==> src/rtl/uirq_pkg.sv <==
package uirq_pkg;

  localparam int ADDR_W = 3;
  localparam int CSR_W  = 8;

  typedef enum logic [ADDR_W-1:0] {
    A_RXDATA  = 3'd0,
    A_TXDATA  = 3'd1,
    A_STATUS  = 3'd2,
    A_CTRL    = 3'd3,
    A_ERRCLR  = 3'd4,
    A_LINSTAT = 3'd5
  } addr_e;

  typedef enum logic [1:0] {
    M_ASYNC = 2'd0,
    M_MULTI = 2'd1,
    M_SYNC  = 2'd2,
    M_LIN   = 2'd3
  } mode_e;

  // Packed MSB first: mode sits in bits [7:6]
  typedef struct packed {
    logic [1:0] mode;
    logic       sync_ss;
    logic       fifo_en;
    logic       idle_ie;
    logic       lin_ie;
    logic       tx_ie;
    logic       rx_ie;
  } ctrl_t;

  typedef struct packed {
    logic txi;
    logic rxi;
    logic lbd;
    logic txe;
    logic par;
    logic fre;
    logic ovr;
    logic rdy;
  } status_t;

endpackage

==> src/rtl/uirq_flag.sv <==
module uirq_flag #(
  parameter logic RST_VAL = 1'b0
) (
  input  logic clk,
  input  logic rst_n,
  input  logic set,
  input  logic clr,
  output logic q
);

  always_ff @(posedge clk) begin
    if (!rst_n)   q <= RST_VAL;
    else if (set) q <= 1'b1;
    else if (clr) q <= 1'b0;
  end

  // Set takes priority over a clear in the same cycle
  p_set_wins_r9: assert property (@(posedge clk) disable iff (!rst_n)
    set |=> q);
  p_clear_takes_r9: assert property (@(posedge clk) disable iff (!rst_n)
    (clr && !set) |=> !q);
  p_hold_r9: assert property (@(posedge clk) disable iff (!rst_n)
    (!clr && !set) |=> $stable(q));

endmodule

==> src/rtl/uirq_regif.sv <==
module uirq_regif
  import uirq_pkg::*;
#(
  parameter int DATA_W = 8
) (
  input  logic              clk,
  input  logic              rst_n,
  input  logic              bus_sel,
  input  logic              bus_wr,
  input  logic              bus_rd,
  input  logic [ADDR_W-1:0] bus_addr,
  input  logic [DATA_W-1:0] bus_wdata,
  output logic [DATA_W-1:0] bus_rdata,
  input  logic [DATA_W-1:0] rx_data,
  input  status_t           status,
  output ctrl_t             ctrl,
  output logic              rd_rx,
  output logic              wr_tx,
  output logic              clr_err,
  output logic              lbd_clr
);

  localparam int PAD_W = DATA_W - CSR_W;

  logic wr_any, rd_any;
  assign wr_any = bus_sel && bus_wr;
  assign rd_any = bus_sel && bus_rd;

  assign rd_rx   = rd_any && (bus_addr == A_RXDATA);
  assign wr_tx   = wr_any && (bus_addr == A_TXDATA);
  assign clr_err = wr_any && (bus_addr == A_ERRCLR)  &&  bus_wdata[0];
  assign lbd_clr = wr_any && (bus_addr == A_LINSTAT) && !bus_wdata[0];

  always_ff @(posedge clk) begin
    if (!rst_n)
      ctrl <= '0;
    else if (wr_any && (bus_addr == A_CTRL))
      ctrl <= ctrl_t'(bus_wdata[CSR_W-1:0]);
  end

  generate
    if (PAD_W > 0) begin : g_pad
      always_comb begin
        unique case (bus_addr)
          A_RXDATA:  bus_rdata = rx_data;
          A_STATUS:  bus_rdata = {{PAD_W{1'b0}}, status};
          A_CTRL:    bus_rdata = {{PAD_W{1'b0}}, ctrl};
          A_LINSTAT: bus_rdata = {{(DATA_W-1){1'b0}}, status.lbd};
          default:   bus_rdata = '0;
        endcase
      end
    end else begin : g_nopad
      always_comb begin
        unique case (bus_addr)
          A_RXDATA:  bus_rdata = rx_data;
          A_STATUS:  bus_rdata = status;
          A_CTRL:    bus_rdata = ctrl;
          A_LINSTAT: bus_rdata = {{(DATA_W-1){1'b0}}, status.lbd};
          default:   bus_rdata = '0;
        endcase
      end
    end
  endgenerate

  // Strobes for distinct addresses never coincide
  p_strobe_excl_r3: assert property (@(posedge clk) disable iff (!rst_n)
    $onehot0({rd_rx, wr_tx, clr_err, lbd_clr}));

endmodule

==> src/rtl/uirq_rx_flags.sv <==
module uirq_rx_flags (
  input  logic clk,
  input  logic rst_n,
  input  logic ev_word,
  input  logic ev_trig,
  input  logic ev_fre,
  input  logic ev_par,
  input  logic fifo_en,
  input  logic fre_en,
  input  logic rd_rx,
  input  logic clr_err,
  output logic rdy,
  output logic ovr,
  output logic fre,
  output logic par
);

  localparam int NFLAG = 4;

  logic [NFLAG-1:0] set_v, clr_v, q_v;

  // Ready source chosen by mode; overrun only when unread data is replaced
  assign set_v[0] = fifo_en ? ev_trig : ev_word;
  assign set_v[1] = ev_word && rdy && !rd_rx;
  assign set_v[2] = ev_fre && fre_en;
  assign set_v[3] = ev_par;

  assign clr_v[0] = rd_rx;
  assign clr_v[1] = clr_err;
  assign clr_v[2] = clr_err;
  assign clr_v[3] = clr_err;

  for (genvar i = 0; i < NFLAG; i++) begin : g_flag
    uirq_flag #(.RST_VAL(1'b0)) u_flag (
      .clk  (clk),
      .rst_n(rst_n),
      .set  (set_v[i]),
      .clr  (clr_v[i]),
      .q    (q_v[i])
    );
  end

  assign rdy = q_v[0];
  assign ovr = q_v[1];
  assign fre = q_v[2];
  assign par = q_v[3];

  p_ovr_needs_rdy_r4: assert property (@(posedge clk) disable iff (!rst_n)
    $rose(ovr) |-> $past(rdy));
  p_fre_gated_r5: assert property (@(posedge clk) disable iff (!rst_n)
    $rose(fre) |-> $past(fre_en));
  p_err_sticky_r5: assert property (@(posedge clk) disable iff (!rst_n)
    (ovr && !clr_err) |=> ovr);

endmodule

==> src/rtl/uirq_aux_flags.sv <==
module uirq_aux_flags (
  input  logic clk,
  input  logic rst_n,
  input  logic ev_break,
  input  logic ev_idle,
  input  logic ev_rx_act,
  input  logic ev_tx_act,
  input  logic ev_xfer,
  input  logic lbd_clr,
  input  logic wr_tx,
  output logic lbd,
  output logic rxi,
  output logic txi,
  output logic txe
);

  uirq_flag #(.RST_VAL(1'b0)) u_lbd (
    .clk(clk), .rst_n(rst_n), .set(ev_break), .clr(lbd_clr), .q(lbd));

  uirq_flag #(.RST_VAL(1'b0)) u_rxi (
    .clk(clk), .rst_n(rst_n), .set(ev_idle), .clr(ev_rx_act), .q(rxi));

  uirq_flag #(.RST_VAL(1'b0)) u_txi (
    .clk(clk), .rst_n(rst_n), .set(ev_idle), .clr(ev_tx_act), .q(txi));

  // Holding register starts empty
  uirq_flag #(.RST_VAL(1'b1)) u_txe (
    .clk(clk), .rst_n(rst_n), .set(ev_xfer), .clr(wr_tx), .q(txe));

  p_idle_pair_r7: assert property (@(posedge clk) disable iff (!rst_n)
    ev_idle |=> (rxi && txi));
  p_txe_refill_r8: assert property (@(posedge clk) disable iff (!rst_n)
    $fell(txe) |-> $past(wr_tx));

endmodule

==> src/rtl/uart_irq_flags.sv <==
module uart_irq_flags
  import uirq_pkg::*;
#(
  parameter int DATA_W = 8
) (
  input  logic              clk,
  input  logic              rst_n,
  input  logic              bus_sel,
  input  logic              bus_wr,
  input  logic              bus_rd,
  input  logic [2:0]        bus_addr,
  input  logic [DATA_W-1:0] bus_wdata,
  output logic [DATA_W-1:0] bus_rdata,
  input  logic [DATA_W-1:0] rx_data_i,
  output logic              rx_read_o,
  output logic [DATA_W-1:0] tx_data_o,
  output logic              tx_load_o,
  input  logic              ev_rx_word,
  input  logic              ev_fifo_trig,
  input  logic              ev_frame_err,
  input  logic              ev_parity_err,
  input  logic              ev_lin_break,
  input  logic              ev_bus_idle,
  input  logic              ev_rx_active,
  input  logic              ev_tx_active,
  input  logic              ev_tx_xfer,
  output logic              irq_rx,
  output logic              irq_tx,
  output logic              irq_lin
);

  ctrl_t   ctrl;
  status_t status;
  logic    rd_rx, wr_tx, clr_err, lbd_clr, fre_en;

  uirq_regif #(.DATA_W(DATA_W)) u_regif (
    .clk      (clk),
    .rst_n    (rst_n),
    .bus_sel  (bus_sel),
    .bus_wr   (bus_wr),
    .bus_rd   (bus_rd),
    .bus_addr (bus_addr),
    .bus_wdata(bus_wdata),
    .bus_rdata(bus_rdata),
    .rx_data  (rx_data_i),
    .status   (status),
    .ctrl     (ctrl),
    .rd_rx    (rd_rx),
    .wr_tx    (wr_tx),
    .clr_err  (clr_err),
    .lbd_clr  (lbd_clr)
  );

  // Framing check is off in synchronous mode unless start/stop framing is used
  assign fre_en = (ctrl.mode != M_SYNC) || ctrl.sync_ss;

  uirq_rx_flags u_rx (
    .clk    (clk),
    .rst_n  (rst_n),
    .ev_word(ev_rx_word),
    .ev_trig(ev_fifo_trig),
    .ev_fre (ev_frame_err),
    .ev_par (ev_parity_err),
    .fifo_en(ctrl.fifo_en),
    .fre_en (fre_en),
    .rd_rx  (rd_rx),
    .clr_err(clr_err),
    .rdy    (status.rdy),
    .ovr    (status.ovr),
    .fre    (status.fre),
    .par    (status.par)
  );

  uirq_aux_flags u_aux (
    .clk      (clk),
    .rst_n    (rst_n),
    .ev_break (ev_lin_break),
    .ev_idle  (ev_bus_idle),
    .ev_rx_act(ev_rx_active),
    .ev_tx_act(ev_tx_active),
    .ev_xfer  (ev_tx_xfer),
    .lbd_clr  (lbd_clr),
    .wr_tx    (wr_tx),
    .lbd      (status.lbd),
    .rxi      (status.rxi),
    .txi      (status.txi),
    .txe      (status.txe)
  );

  assign rx_read_o = rd_rx;
  assign tx_load_o = wr_tx;
  assign tx_data_o = bus_wdata;

  assign irq_rx  = ctrl.rx_ie && (status.rdy || status.ovr || status.fre || status.par);
  assign irq_tx  = ctrl.tx_ie && status.txe;
  assign irq_lin = (ctrl.lin_ie && status.lbd) ||
                   (ctrl.idle_ie && (status.rxi || status.txi));

  p_irq_rx_gate_r10: assert property (@(posedge clk) disable iff (!rst_n)
    irq_rx |-> ctrl.rx_ie);
  p_irq_tx_gate_r10: assert property (@(posedge clk) disable iff (!rst_n)
    irq_tx |-> status.txe);
  p_rdy_word_r2: assert property (@(posedge clk) disable iff (!rst_n)
    (ev_rx_word && !ctrl.fifo_en) |=> status.rdy);

endmodule

==> config.mk <==
export PLATFORM = sky130hd
export DESIGN_NAME = uart_irq_flags
export DESIGN_NICKNAME = d
export VERILOG_FILES = /design/src/rtl/uirq_pkg.sv /design/src/rtl/uirq_flag.sv /design/src/rtl/uirq_regif.sv /design/src/rtl/uirq_rx_flags.sv /design/src/rtl/uirq_aux_flags.sv /design/src/rtl/uart_irq_flags.sv
export SDC_FILE = /design/constraint.sdc
export NUM_CORES = 1
export LEC_CHECK = 0
export BUFFER_PORTS_ARGS = -buffer_cell sky130_fd_sc_hd__buf_2
export CAP_MARGIN = 5
export CORE_ASPECT_RATIO = 1.75
export CORE_UTILIZATION = 25
export CTS_CLUSTER_DIAMETER = 40
export CTS_CLUSTER_SIZE = 8
export DETAILED_ROUTE_END_ITERATION = 7
export HOLD_SLACK_MARGIN = 0.03
export PLACE_DENSITY = 0.55
export RECOVER_POWER = 25
export SLEW_MARGIN = 40
export SYNTH_ARGS = -nofsm -noshare
export SYNTH_HDL_FRONTEND = slang
export SYNTH_HIERARCHICAL = 1
export SYNTH_SLANG_ARGS = --single-unit
==> constraint.sdc <==
create_clock -name clk -period 4 [get_ports clk]
set_input_delay 0.8 -clock clk [delete_from_list [all_inputs] [get_ports clk]]
set_output_delay 0.8 -clock clk [all_outputs]
set_load 0.005 [all_outputs]
==> results by group, run 1 <==
STA
  • Fin crit share: 70.3%
  • Max Fclk: 356 MHz
  • Worst-Margin Slew: 983 ps
  • Fin. max-slew vios: 0
  • Minimum clock period: 2810 ps
  • Final Hold Fails: 0
  • Rel. slew slack: 34.5%
  • Worst setup margin: 1190 ps
  • Setup tns final: 0 ps
  • Final Setup Violations: 0
  • RSZ-0062 raised after global routing: no
  • Clock tree skew after final layout: 5.50 ps

Yosys
  • Synthesized area: 1030 µm²
  • Syn Inst Count: 117
  • Syn avg cell area: 8.81 µm²
  • Yosys reg bits: 16
  • Ys Warns: 6
  • Sequential share of the synthesized area: 31.1%
  • Yosys cell types: 25
  • Syn nets: 150

Critical path
  • R2R Path Start: u_regif/ctrl[7]
  • Crit path from: bus_addr[0]
  • R2R Setup Slk: 2880 ps
  • WP data arrival: 2010 ps
  • Worst Setup End Kind: output port
  • CP Launch Type: input pin
  • Critical Path RT: 3200 ps
  • Crit path kind: in -> out
  • Critical Path Fanout Max: 13

Route
  • Antenna viol nets, final: 0
  • Number of remaining DRC errors: 0
  • Drt first pass iters: 4
  • Starting DRT DRC Count: 16
  • Via Count: 951
  • Final wirelength: 2700 µm
  • WL/cell: 12.9 µm
  • Vias per cell: 4.55

Power and ir drop
  • Worst IR Drop VDD: 0.000149 V
  • Power Density: 292 nW/µm²
  • Leakage: 0.612 nW

Final layout
  • Fill cells: 468
  • Area growth from synthesis to layout: 28.2%
  • Antenna Cells: 0
  • Nets: 195
  • Layout cells sized above 1: 43.5%
  • Non-Filler Instances: 209

Clock tree
  • Root Driver: clkbuf_8
  • Total CTS buffers: 3
  • # hold bufs at CTS: 0
  • Later-pin clock latency in the skew report: 250 ps
  • CTS Buffer Depth: 2
  • Post-CTS Resized: 0
  • CTS H-tree depth: 1
  • Setup Buffers After CTS: 0
  • CTS Sinks: 16
  • Reg clk slew, reported paths: 60 ps
  • CTS tree: done

GRT
  • First-pass GRT wire length: 4240 µm
  • Vias in the first global route: 954
  • Initial antenna violation count: 0
  • Largest net degree at the start of global routing: 25
  • GRT Util Overall: 12.8%
  • Global route overflow: 0

Worst hold path
  • Hold/Removal Path Class: reg -> reg
  • Hold_sp: u_regif/ctrl[1]

Place
  • Routability congestion estimate: 0.786
  • Final HPWL from detailed placement: 2170 µm
  • Pre-CTS setup slack: 1290 ps
  • Port Buffers: 53
  • Placed cell count: 205

Status
  • Status: complete, no violations

Floorplanning
  • Boundary pin count: 54
  • Die Height: 87.0 µm
  • Area of the core: 3900 µm²
  • Row count: 30
  • Starting Density: 26.4%
  • Die Area: 4390 µm²
  • Die extent in x: 50.5 µm

Run
  • Maximum Capacitance Violations: 0
[stage by stage]
| stage | instance area [µm²] | total power (W) | util, % | hold WS [ps] |
|---|---|---|---|---|
| finish | 1320 | 0.000385 | 33.8 | 480 |
| global route | 1320 | 0.000405 | 33.8 | 503 |
| CTS | 1330 | 0.000391 | 34.0 | 483 |
| detailed placement | 1270 | 0.000246 | 32.6 | 473 |
| global placement | 1270 | 0.000246 | 32.6 | 462 |
| floorplan | 1030 | 0.000217 | - | 439 |
[critical path, stage by stage]
cell and delay (ps):
clkbuf_1 440, mux2_2 400, a22oi_1 170, nor2_1 60
buf_2 130
[cell families (layout without fill, tap and decap cells)]
logic type	Yosys count	after routing	share of synthesized area, %
compound gates	18	18	13.1
buf+inv	15	59	9.22
simple gates	51	51	28.8
mux	17	17	17.8
flops	16	16	31.1
[cell usage in the layout, fill, tap and decap left out]
cell,n
buf_2,51
nand2_1,21
dfxtp_1,16
nor2_1,10
mux2i_1,9
nor2b_4,7
o21a_1,7
mux2_2,7
a22oi_1,7
clkbuf_8,4
clkbuf_1,3
nand3_1,3
o21ai_0,2
and2_1,2
nor4_1,2
o41a_1,1
or3b_1,1
nand2b_1,1
nand3b_1,1
inv_1,1
a22o_1,1
nor3_1,1
nor3b_1,1
mux2_4,1
and3b_1,1
[power breakdown]
group          total [W]  internal (W)  leakage, nW  switching [W]
logic          0.0000704     0.0000385        0.452      0.0000319
clock network   0.000144     0.0000873       0.0288      0.0000568
registers       0.000171      0.000165        0.131     0.00000540
total           0.000385      0.000291        0.612      0.0000941
[final timing paths]
| check | end | cells past startpoint |
|---|---|---|
| worst min-delay path | u_regif/ctrl[1] | 2 |
| worst max-delay path | bus_rdata[3] | 5 |
| worst max register to register | u_rx/g_flag[2].u_flag/q | 3 |
| worst min register to register | u_regif/ctrl[1] | 2 |
[sequential cells by signal, summed over array words and instances (netlist names)]
register / count
u_regif/ctrl: 8
u_aux/u_txe/q: 1
u_aux/u_txi/q: 1
u_rx/g_flag.u_flag/q: 4
u_aux/u_rxi/q: 1
u_aux/u_lbd/q: 1
[cell usage after synthesis]
library cell	n	share of area, %
a22o_1	1	0.85
a22oi_1	7	5.1
and2_1	2	1.2
and3b_1	1	0.85
buf_2	1	0.48
buf_4	10	7.3
clkbuf_1	3	1.1
dfxtp_1	16	31
inv_1	1	0.36
mux2_2	7	7.6
mux2_4	1	1.5
mux2i_1	9	8.7
nand2_1	21	7.6
nand2b_1	1	0.61
nand3_1	3	1.5
nand3b_1	1	0.73
nor2_1	10	3.6
nor2b_4	7	9.3
nor3_1	1	0.48
nor3b_1	1	0.73
nor4_1	2	1.2
o21a_1	7	5.1
o21ai_0	2	0.97
o41a_1	1	1.1
or3b_1	1	0.85
[cell type report]
cell class | instances | area [µm²] | area share [%]
timing repair buffer | 54 | 267 | 20.2
inverter | 1 | 3.75 | 0.284
clock buffer | 4 | 55.1 | 4.17
multi-input combinational | 86 | 616 | 46.6
tap | 48 | 60.1 | 4.55
sequential | 16 | 320 | 24.2
[layer usage]
metal / up-vias / global-route usage, % / wire (µm)
met1: 431 / 14.1 / 1090
met2: 30 / 23.4 / 1440
met3: 4 / 1.22 / 116
li1: 486 / - / -
met4: 0 / 6.57 / 59
met5: - / 0 / 0
Power figures use the tool's default switching activity.
==> inputs of run 2 (changes only) <==
ABC_AREA = 1   (was unset)
clock period = 2.9 ns   (was 4 ns; I/O delays follow)
==> run 2 against run 1 <==
Global-route usage down 0.42 points; register-to-register slack worse by 770 ps; clock-buffer cell count unchanged; power up 39%; critical path type unchanged; hold slack better by 2.6 ps; synthesized area up 7.9%.
==> results by group, run 2 <==
STA
  • Rel. slew slack: 52.0% (+18 points)
  • Minimum clock period: 2360 ps
  • Hold_ws: 482 ps (+2.59 ps)
  • Max Fclk: 424 MHz
  • Worst-Margin Slew: 720 ps (-263 ps)
  • Fin. max-slew vios: 0 (unchanged)
  • Clock tree skew after final layout: 0.609 ps (-4.89 ps)
  • Fin crit share: 81.3%
  • Final Setup Violations: 0 (unchanged)
  • Setup tns final: 0 ps (unchanged)
  • Final Hold Fails: 0 (unchanged)
  • RSZ-0062 raised after global routing: no

Route
  • Vias per cell: 4.16 (-8.5%)
  • Drt first pass iters: 4 (unchanged)
  • Via Count: 1137 (+20%)
  • Final wirelength: 2800 µm (+3.6%)
  • WL/cell: 10.3 µm (-21%)
  • Number of remaining DRC errors: 0 (unchanged)
  • Antenna viol nets, final: 0 (unchanged)
  • Starting DRT DRC Count: 15 (-1)

Floorplanning
  • Die extent in x: 52.4 µm (+3.7%)
  • Row count: 31 (+3.3%)
  • Die Height: 90.2 µm (+3.8%)
  • Starting Density: 26.6% (+0.14 points)
  • Area of the core: 4190 µm² (+7.3%)
  • Boundary pin count: 54 (unchanged)
  • Die Area: 4730 µm² (+7.6%)

Final layout
  • Fill cells: 496 (+6.0%)
  • Largest registers: u_regif/ctrl (8), u_rx/g_flag.u_flag/q (4)
  • Nets: 258 (+32%)
  • Most common cell after layout, fill and taps aside: buf_2
  • Antenna Cells: 0 (unchanged)
  • Max FFs per register: 8 (unchanged)
  • Area growth from synthesis to layout: 25.6%
  • Layout cells sized above 1: 34.4% (-9.1 points)
  • Register name with the most flops: u_regif/ctrl
  • Commonest cells after routing, fill and taps aside: buf_2 (51), nand2_1 (49), inv_1 (36)
  • Util after Layout: 33.4% (-0.48 points)

Yosys
  • Ys Warns: 6 (unchanged)
  • Area contributors post-synth: dfxtp_1 (29%), nand2_1 (16%), inv_1 (12%), nand3_1 (7.6%), nor2_1 (6.1%)
  • Post-synth top area cell: dfxtp_1
  • Top-area cell type share of the netlist area: 28.8% (-2.3 points)
  • Syn avg cell area: 6.25 µm² (-29%)
  • Top-count cell post-synth: nand2_1
  • Yosys reg bits: 16 (unchanged)
  • Top post-synthesis cells by count: nand2_1 (48), inv_1 (36), nor2_1 (18)
  • Syn nets: 211 (+41%)
  • Number of synthesized flops with an enable pin: 0 (unchanged)
  • Sequential share of the synthesized area: 28.8% (-2.3 points)
  • Syn Inst Count: 178 (+52%)
  • Synthesized area: 1110 µm² (+7.9%)
  • Main synth FF type: dfxtp_1
  • Ys async rst share: 0% (unchanged)
  • Yosys cell types: 22 (-12%)

Clock tree
  • CTS H-tree depth: 1 (unchanged)
  • CTS tree: done
  • Setup Buffers After CTS: 0 (unchanged)
  • Later-pin clock latency in the skew report: 250 ps (about the same)
  • Reg clk slew, reported paths: 60 ps (about the same)
  • Root Driver: clkbuf_8
  • CTS Sinks: 16 (unchanged)
  • # hold bufs at CTS: 0 (unchanged)
  • Total CTS buffers: 3 (unchanged)
  • CTS Buffer Depth: 2 (unchanged)
  • Post-CTS Resized: 0 (unchanged)

Worst hold path
  • Hold_sp: u_rx/g_flag[2].u_flag/q
  • Endpoint, Worst Hold: u_rx/g_flag[2].u_flag/q
  • Hold Path Depth: 2 (unchanged)
  • Hold/Removal Path Class: reg -> reg

Power and ir drop
  • Final Power: 0.000536 W (+39%)
  • Power Density: 383 nW/µm² (+31%)
  • Worst IR Drop VDD: 0.000137 V (-7.6%)
  • Leakage: 0.759 nW (+24%)

Status
  • Status: complete, no violations

Critical path
  • Crit path kind: in -> out
  • R2R Path Start: u_regif/ctrl[6]
  • Crit-path slowest cell: nor2_4
  • WP data arrival: 1780 ps (-230 ps)
  • Worst Setup End Kind: output port
  • CP Launch Type: input pin
  • Critical Path Fanout Max: 16 (+3)
  • Crit path largest cell delay: 350 ps (-90 ps)
  • Critical Path RT: 2320 ps (-880 ps)
  • Crit path cell chain: clkbuf_1 > nand2_1 > nor2_4 > nand2_1 > nand3_1 > buf_2
  • WP buf/inv: 2 (unchanged)
  • Most frequent CP cell: nand2_1
  • RR Endpoint: u_rx/g_flag[2].u_flag/q
  • Top Family by Delay on Critical Path: simple AND/OR/NAND/NOR gates
  • Worst reg-to-reg path cell count: 5 (+2)
  • R2R Setup Slk: 2110 ps (-770 ps)

Place
  • Port Buffers: 53 (unchanged)
  • Routability congestion estimate: 0.824 (+4.9%)
  • Final HPWL from detailed placement: 2240 µm (+3.2%)

GRT
  • First-pass GRT wire length: 4370 µm (+3.1%)
  • Largest net degree at the start of global routing: 17 (-32%)
  • Global route overflow: 0 (unchanged)
  • Vias in the first global route: 1022 (+7.1%)
  • Initial antenna violation count: 0 (unchanged)
  • GRT Util Overall: 12.3% (-0.42 points)

Run
  • Maximum Capacitance Violations: 0 (unchanged)
-- run 2: cell count changes in the layout (fill, tap and decap cells not counted), moves of 7 or more --
cell,previous run,this run
o21a_1,7,0
nor2_1,10,18
mux2i_1,9,0
mux2_2,7,0
inv_1,1,36
nand2_1,21,49
nand3_1,3,17
a22oi_1,7,0
nor2b_4,7,0
-- run 2: worst min-delay path: stages, from the launching register on --
cell	delay (ps)
dfxtp_1	320
nand2_1	80
a21oi_2	40
-- run 2: how the worst max path moves through the flow --
stage | depth (start not counted) | to | slack, ps | start
after floorplan | 5 | rx_read_o | 1050 | bus_addr[0]
after global placement | 6 | rx_read_o | 760 | bus_addr[0]
after detailed placement | 6 | rx_read_o | 710 | bus_addr[0]
after CTS | 6 | rx_read_o | 710 | bus_addr[0]
after global routing | 6 | bus_rdata[7] | 400 | bus_addr[0]
final | 6 | bus_rdata[6] | 540 | bus_addr[0]
-- run 2: per-stage QoR --
stage          area, µm²  cells  setup slack [ps]
6_report            1400    273               543
5_1_grt             1400    273               405
4_1_cts             1410    273               712
3_5_place_dp        1350    269               715
3_3_place_gp        1350    269               757
2_1_floorplan       1110    178              1050
-- run 2: cell families after synthesis --
| logic type | Yosys count | synth area share, % |
|---|---|---|
| DFF | 16 | 28.8 |
| buffers and inverters | 51 | 21.4 |
| AOI/OAI and AO/OA | 9 | 6.41 |
| and+or+nand+nor | 102 | 43.4 |
-- run 2: power breakdown --
group / internal (W) / switching (W) / total [W]
registers: 0.000229 / 0.00000809 / 0.000237
clock network: 0.000120 / 0.0000784 / 0.000199
logic: 0.0000431 / 0.0000565 / 0.0000996
total: 0.000393 / 0.000143 / 0.000536
-- run 2: final cells by class --
type	instances	area, µm²	area share [%]
multi-input combinational	111	548	39.2
tap	49	61.3	4.39
sequential	16	320	22.9
inverter	40	150	10.7
clock buffer	4	55.1	3.94
timing repair buffer	53	263	18.8
-- run 2: routing by layer --
metal	GRT usage (%)	routed length, µm	share of wire, %	vias up
met1	13.2	1100	39	478
met3	1.02	126	4.5	7
met4	7.24	72	2.6	0
li1	-	-	-	616
met5	0	0	0	-
met2	22.0	1500	54	36
==> inputs of run 3 (changes only) <==
PLACE_DENSITY = 0.56   (was 0.55)
clock period = 2.12 ns   (was 2.9 ns; I/O delays follow)
==> run 3 against run 2 <==
Clock skew barely moved; design area is 1.3% higher; sequential power rose by 37%; core utilization increased by 0.42 points; combinational power is 40% higher; largest power group unchanged; highest routed layer unchanged.
==> results by group, run 3 (synthesis gave the netlist of run 2 again) <==
Final layout
  • Nets: 260 (+0.78%)
  • Register name with the most flops: u_regif/ctrl
  • Largest registers: u_regif/ctrl (8), u_rx/g_flag.u_flag/q (4)
  • Area growth from synthesis to layout: 27.2%
  • Layout cells sized above 1: 35.4% (+1.0 points)
  • Commonest cells after routing, fill and taps aside: buf_2 (51), nand2_1 (48), inv_1 (36)
  • Max FFs per register: 8 (unchanged)
  • Design area: 1420 µm² (+1.3%)
  • Most common cell after layout, fill and taps aside: buf_2
  • Antenna Cells: 0 (unchanged)

Place
  • Routability congestion estimate: 0.863 (+4.7%)
  • Placed cell areas: 1370 µm² (+1.1%)
  • Pre-CTS setup slack: 407 ps (-307 ps)
  • Final HPWL from detailed placement: 2260 µm (+1.1%)
  • Port Buffers: 53 (unchanged)

GRT
  • Initial antenna violation count: 0 (unchanged)
  • Largest net degree at the start of global routing: 17 (unchanged)
  • GRT Util Overall: 12.3% (-0.057 points)
  • Vias in the first global route: 1078 (+5.5%)
  • First-pass GRT wire length: 4440 µm (+1.4%)
  • Global route overflow: 0 (unchanged)

Clock tree
  • Later-pin clock latency in the skew report: 240 ps (about the same)
  • Post-CTS Resized: 0 (unchanged)
  • Total CTS buffers: 3 (unchanged)
  • CTS Buffer Depth: 2 (unchanged)
  • CTS tree: done
  • # hold bufs at CTS: 0 (unchanged)
  • Setup Buffers After CTS: 0 (unchanged)
  • Root Driver: clkbuf_8
  • CTS Sinks: 16 (unchanged)
  • CTS H-tree depth: 1 (unchanged)
  • Reg clk slew, reported paths: 60 ps (about the same)

STA
  • Max Fclk: 584 MHz
  • Final Hold Fails: 0 (unchanged)
  • Rel. slew slack: 53.4% (+1.4 points)
  • Fin. max-slew vios: 0 (unchanged)
  • Worst setup margin: 408 ps (-135 ps)
  • Hold_ws: 368 ps (-114 ps)
  • Fin crit share: 80.7%
  • Minimum clock period: 1710 ps
  • RSZ-0062 raised after global routing: no
  • Final Setup Violations: 0 (unchanged)
  • Worst-Margin Slew: 699 ps (-21.1 ps)
  • Clock tree skew after final layout: 0.756 ps (+0.146 ps)
  • Setup tns final: 0 ps (unchanged)

Critical path
  • Worst Setup End Kind: output port
  • Number of cells on the critical path: 6 (unchanged)
  • Critical Path RT: 1700 ps (-620 ps)
  • Crit path kind: in -> out
  • CP Launch Type: input pin
  • Critical Path Fanout Max: 10 (-6)
  • Crit-path slowest cell: nor2_4
  • Crit path cell chain: buf_2 > nand2_2 > nor2_4 > nand2_1 > nand4_1 > buf_2
  • Crit path largest cell delay: 250 ps (-100 ps)
  • Worst reg-to-reg path cell count: 4 (-1)
  • WP data arrival: 1290 ps (-490 ps)
  • WP buf/inv: 2 (unchanged)
  • Top Family by Delay on Critical Path: simple AND/OR/NAND/NOR gates
  • Most frequent CP cell: buf_2

Run
  • Maximum Capacitance Violations: 0 (unchanged)

Floorplanning
  • Row count: 31 (unchanged)
  • Boundary pin count: 54 (unchanged)
  • Die extent in x: 52.4 µm (unchanged)
  • Area of the core: 4190 µm² (unchanged)
  • Die Area: 4730 µm² (unchanged)
  • Die Height: 90.2 µm (unchanged)
  • Starting Density: 26.6% (unchanged)

Worst hold path
  • Hold/Removal Path Class: in -> reg
  • Hold Path Depth: 3 (+1)

Route
  • Drt first pass iters: 6 (+2)
  • Final wirelength: 2740 µm (-2.0%)
  • Antenna viol nets, final: 0 (unchanged)
  • Via Count: 1139 (+0.18%)
  • Number of remaining DRC errors: 0 (unchanged)
  • Vias per cell: 4.14 (-0.55%)
  • Starting DRT DRC Count: 11 (-4)
  • WL/cell: 9.97 µm (-2.7%)

Power and ir drop
  • Final Power: 0.000725 W (+35%)
  • Worst IR Drop VDD: 0.000195 V (+42%)
  • Leakage: 0.770 nW (+1.4%)
  • Power Density: 512 nW/µm² (+34%)

Status
  • Status: complete, no violations
-- run 3: cell count changes in the layout (fill, tap and decap cells not counted) --
cell	previous run	this run
buf_4	0	2
nand2_1	49	48
nand2_2	0	1
-- run 3: final timing paths --
| path | from | end | slack (ps) |
|---|---|---|---|
| max | bus_addr[0] | bus_rdata[0] | 410 |
| min | ev_tx_xfer | u_aux/u_txe/q | 370 |
| max reg2reg | u_rx/g_flag[0].u_flag/q | u_rx/g_flag[1].u_flag/q | 1330 |
| min reg2reg | u_aux/u_txe/q | u_aux/u_txe/q | 480 |
-- run 3: cell type report --
type                            count  area [µm²]
Sequential cell                    16         320
Tap cell                           49        61.3
Clock buffer                        4        55.1
Multi-Input combinational cell    111         551
Timing Repair Buffer               55         278
Inverter                           40         150
Fill cell                         496        2770
-- run 3: per-stage QoR --
stage	instances	util, %
floorplan	178	-
global placement	271	32.6
detailed placement	271	32.6
CTS	275	33.9
global route	275	33.8
finish	275	33.8
-- run 3: power by group --
part | switching, W | leakage (nW) | total (W) | internal (W)
clock | 0.0000970 | 0.0288 | 0.000261 | 0.000164
combinational | 0.0000776 | 0.610 | 0.000139 | 0.0000609
sequential | 0.0000110 | 0.131 | 0.000325 | 0.000314
-- run 3: routing by layer --
metal / track usage [%] / part of all wire [%] / vias up
met3: 1.18 / 4.3 / 2
li1: - / - / 623
met1: 12.7 / 40 / 483
met4: 5.70 / 1.3 / 0
met5: 0 / 0 / -
met2: 23.0 / 54 / 31
-- run 3: worst min-delay path, cell delays in order --
cell	delay (ps)
buf_2	80
nor2_2	30
nand2_1	40
